==> src/rtl/dma_evt_stat.sv <==
module dma_evt_stat #(
  parameter int CAP_W    = 32,
  parameter int AW       = 4,
  parameter int STAT_OFS = 0,
  parameter int CAP_OFS  = 4
) (
  input  logic             clk,
  input  logic             rst_n,
  input  logic [AW-1:0]    reg_addr,
  input  logic             wr_en,
  input  logic [7:0]       wr_data,
  output logic [CAP_W-1:0] rd_data,
  input  logic             ev_brkpt,
  input  logic             ev_buserr,
  input  logic             ev_test,
  input  logic [CAP_W-1:0] err_addr,
  input  logic [2:0]       irq_en,
  input  logic             irq_mask,
  output logic             irq
);
  localparam logic [7:0]    LIVE = 8'h07;
  localparam logic [AW-1:0] A_ST = AW'(STAT_OFS);
  localparam logic [AW-1:0] A_CP = AW'(CAP_OFS);

  logic [7:0]       stat_q;
  logic [CAP_W-1:0] cap_q;

  wire        hit_st = wr_en && (reg_addr == A_ST);
  wire  [7:0] clr    = hit_st ? (wr_data & LIVE) : 8'h00;
  wire  [7:0] set    = {5'b0, ev_test, ev_buserr, ev_brkpt};

  always_ff @(posedge clk) begin
    if (!rst_n) stat_q <= 8'h00;
    else        stat_q <= ((stat_q & ~clr) | set) & LIVE;
  end

  always_ff @(posedge clk) begin
    if (ev_buserr) cap_q <= err_addr;
  end

  always_comb begin
    if (reg_addr == A_ST)      rd_data = CAP_W'(stat_q);
    else if (reg_addr == A_CP) rd_data = cap_q;
    else                       rd_data = '0;
  end

  assign irq = irq_mask && |(stat_q[2:0] & irq_en);
endmodule


==> config.mk <==
export PLATFORM = sky130hd
export DESIGN_NAME = dma_evt_stat
export DESIGN_NICKNAME = d
export VERILOG_FILES = /design/src/rtl/dma_evt_stat.sv
export SDC_FILE = /design/constraint.sdc
export NUM_CORES = 1
export LEC_CHECK = 0
export ABC_AREA = 1
export CORE_MARGIN = 3
export CORE_UTILIZATION = 39
export DETAILED_ROUTE_END_ITERATION = 16
export GPL_ROUTABILITY_DRIVEN = 0
export GPL_TIMING_DRIVEN = 0
export PLACE_DENSITY_LB_ADDON = 0.25
export SYNTH_ARGS = -nofsm -noshare
export SYNTH_HDL_FRONTEND = slang
export SYNTH_SLANG_ARGS = --single-unit
==> constraint.sdc <==
create_clock -name clk -period 2.8 [get_ports clk]
set_input_delay 0.7 -clock clk [delete_from_list [all_inputs] [get_ports clk]]
set_output_delay 0.7 -clock clk [all_outputs]
set_load 0.02 [all_outputs]
==> results.sh <==
export IMPL_dr_wl_met3_um=387
export IMPL_worstMarginPinSlew_ns=0.7283
export IMPL_track_usage_pct=16.16
export IMPL_synthCells=127
export IMPL_syn_nets=181
export IMPL_cts_buffers=5
export IMPL_h_tree_depth=2
export IMPL_worstPathArrival_ns=2.04
export IMPL_syn_area_sq_mm=0.001436
export IMPL_root_buffer="clkbuf_8"
export IMPL_grt_pass1_vias=1174
export IMPL_outcome="completed"
export IMPL_drive_gt1_share_pct=11.42
export IMPL_start_kind="primary input"
export IMPL_wl_met1_um=1219
export IMPL_antenna_left=0
export IMPL_die_h_um=66.69
export IMPL_hold_path_class="flop to flop"
export IMPL_synth_area_per_cell_sq_um=11.31
export IMPL_yosysUniqueCellTypes=13
export IMPL_power_density_mw_per_mm2=471.0
export IMPL_dr_pass1_iters=4
export IMPL_drt_wl_total_um=3321
export IMPL_grt_max_degree=34
export IMPL_hold_viol=0
export IMPL_areaGrowthSynthToFinish_pct=64.98
export IMPL_total_leakage_power_nw=1.111
export IMPL_vias=1182
export IMPL_cts_tree="built"
export IMPL_timing_hold_ws_ns=0.4849
export IMPL_nFillCells=268
export IMPL_insertion_delay_ns=0.28
export IMPL_slew_violations=0
export IMPL_nets=272
export IMPL_first_iter_violations=29
export IMPL_fp_dieW_um=66.69
export IMPL_setup_violations=0
export IMPL_ys_warn_count=0
export IMPL_top_layer_used="met4"
export IMPL_cts_sinks=35
export IMPL_fp_row_count=21
export IMPL_cts_hold_buf=0
export IMPL_vias_per_cell=4.460
export IMPL_die_area_sq_mm=0.004447
export IMPL_ir_drop_v=0.0003066
export IMPL_min_period_ns=2.740
export IMPL_tns_ns=0
export IMPL_fmax_mhz=365.0
export IMPL_ys_seq_area_share_pct=71.08
export IMPL_grt_pass1_wl_um=5126
export IMPL_clock_skew_ns=0
export IMPL_dr_wl_met2_um=1606
export IMPL_yosys_register_bits=35
export IMPL_fin_total_pwr_mw=1.116
export IMPL_clock_path_buffers=2
export IMPL_gr_total_overflow=0
export IMPL_slew_headroom_pct=51.45
export IMPL_wl_per_cell_um=12.53
export IMPL_clk_pin_slew_ns=0.07
export IMPL_port_buffers=81
export IMPL_core_sq_mm=0.003442
export IMPL_critical_path_max_fanout=10
export IMPL_dp_hpwl_um=2485
export IMPL_io_pins=87
export IMPL_crit_required_ns=2.10
export IMPL_timing_final_crit_share_pct=97.85
export IMPL_initial_utilization_pct=41.73
export IMPL_drv_cap=0
export IMPL_endpoint_kind="output pin"
export IMPL_grt_antenna_before_repair=0
export IMPL_path_class="primary input to output pin"
export IMPL_num_antenna_cells=0
export IMPL_drc=0
==> layer usage <==
layer | vias up | track usage [%]
li1 | 574 | -
met4 | 0 | 10.66
met5 | - | 0
met2 | 65 | 26.11
met3 | 14 | 7.926
met1 | 529 | 16.34
==> metrics by stage <==
step	setup slack (ns)	area, sq um	util [%]	cells
3_5_place_dp	-0.3355	2305	66.96	254
5_1_grt	-0.004076	2370	68.85	265
2_1_floorplan	0.6163	1436	-	127
6_report	0.06030	2370	68.85	265
3_3_place_gp	-0.2880	2305	66.96	254
4_1_cts	0.001275	2369	68.81	262
==> layout by cell type, fill, tap and decap left out, drive strengths merged, types with 4 or more instances in the layout <==
| cell | synthesis | layout |
|---|---|---|
| dlygate4sd2 | 0 | 12 |
| clkbuf | 0 | 12 |
| clkdlybuf4s50 | 0 | 48 |
| nand3 | 4 | 4 |
| inv | 37 | 37 |
| buf | 3 | 7 |
| clkdlybuf4s15 | 0 | 15 |
| nor2 | 31 | 31 |
| nand2 | 7 | 7 |
| edfxtp | 32 | 32 |
==> registers in the layout, indices dropped and copies added, names as in the netlist <==
signal,cells
stat_q,3
cap_q,32
==> critical path, cell delays in order <==
cell	delay (ns)
clkdlybuf4s50_1	0.44
nor2_4	0.19
nand3b_4	0.13
buf_6	0.16
nor2_1	0.09
clkdlybuf4s15_1	0.32
==> repair_timing <==
item | in CTS | in global routing
pin swaps | 0 | 1
setup buffers | 0 | 3
resized for setup | 49 | 12
endpoints found under the hold margin | 0 | 0
setup endpoints to repair | 32 | 32
==> logic make-up (layout without fill, tap and decap cells) <==
logic type             Yosys count  count (layout)  synth area share (%)
and+or+nand+nor                 46              46                 14.55
buffers and inverters           40             132                 12.02
AOI/OAI and AO/OA                6               6                 2.352
DFF                             35              35                 71.08
==> worst paths after layout <==
check | start | end | slack [ns] | depth (start not counted)
worst max-delay path | reg_addr[0] | rd_data[21] | 0.06 | 6
worst min-delay path | stat_q[2]$_SDFF_PN0_ | stat_q[2]$_SDFF_PN0_ | 0.48 | 2
worst max register to register | stat_q[0]$_SDFF_PN0_ | stat_q[0]$_SDFF_PN0_ | 2.16 | 2
worst min register to register | stat_q[2]$_SDFF_PN0_ | stat_q[2]$_SDFF_PN0_ | 0.48 | 2
==> cell type report <==
class / count / area (sq um) / area share (%)
Multi-Input combinational cell: 52 / 245.2 / 10.35
Buffer: 3 / 33.78 / 1.426
Sequential cell: 35 / 1021 / 43.08
Clock buffer: 7 / 76.32 / 3.221
Inverter: 37 / 138.9 / 5.861
Tap cell: 46 / 57.56 / 2.429
Timing Repair Buffer: 84 / 792.0 / 33.42
Clock inverter: 1 / 5.005 / 0.2112
==> power breakdown <==
part	total [mW]	switching [mW]	internal (mW)
sequential	0.627	0.0119	0.615
combinational	0.144	0.0600	0.0844
clock	0.345	0.170	0.174
==> cell usage after synthesis <==
cell type	instances	area [sq um]
edfxtp_1	32	960.9
o21ai_2	1	8.760
nor2_4	1	11.26
buf_6	3	33.78
nand3_1	4	20.02
dfxtp_1	3	60.06
inv_1	37	138.9
nand2_1	7	26.28
o21ai_0	2	10.01
nor2_1	30	112.6
nand4_1	3	18.77
nand3b_4	1	20.02
a21oi_1	3	15.01
Power figures use the tool's default switching activity.
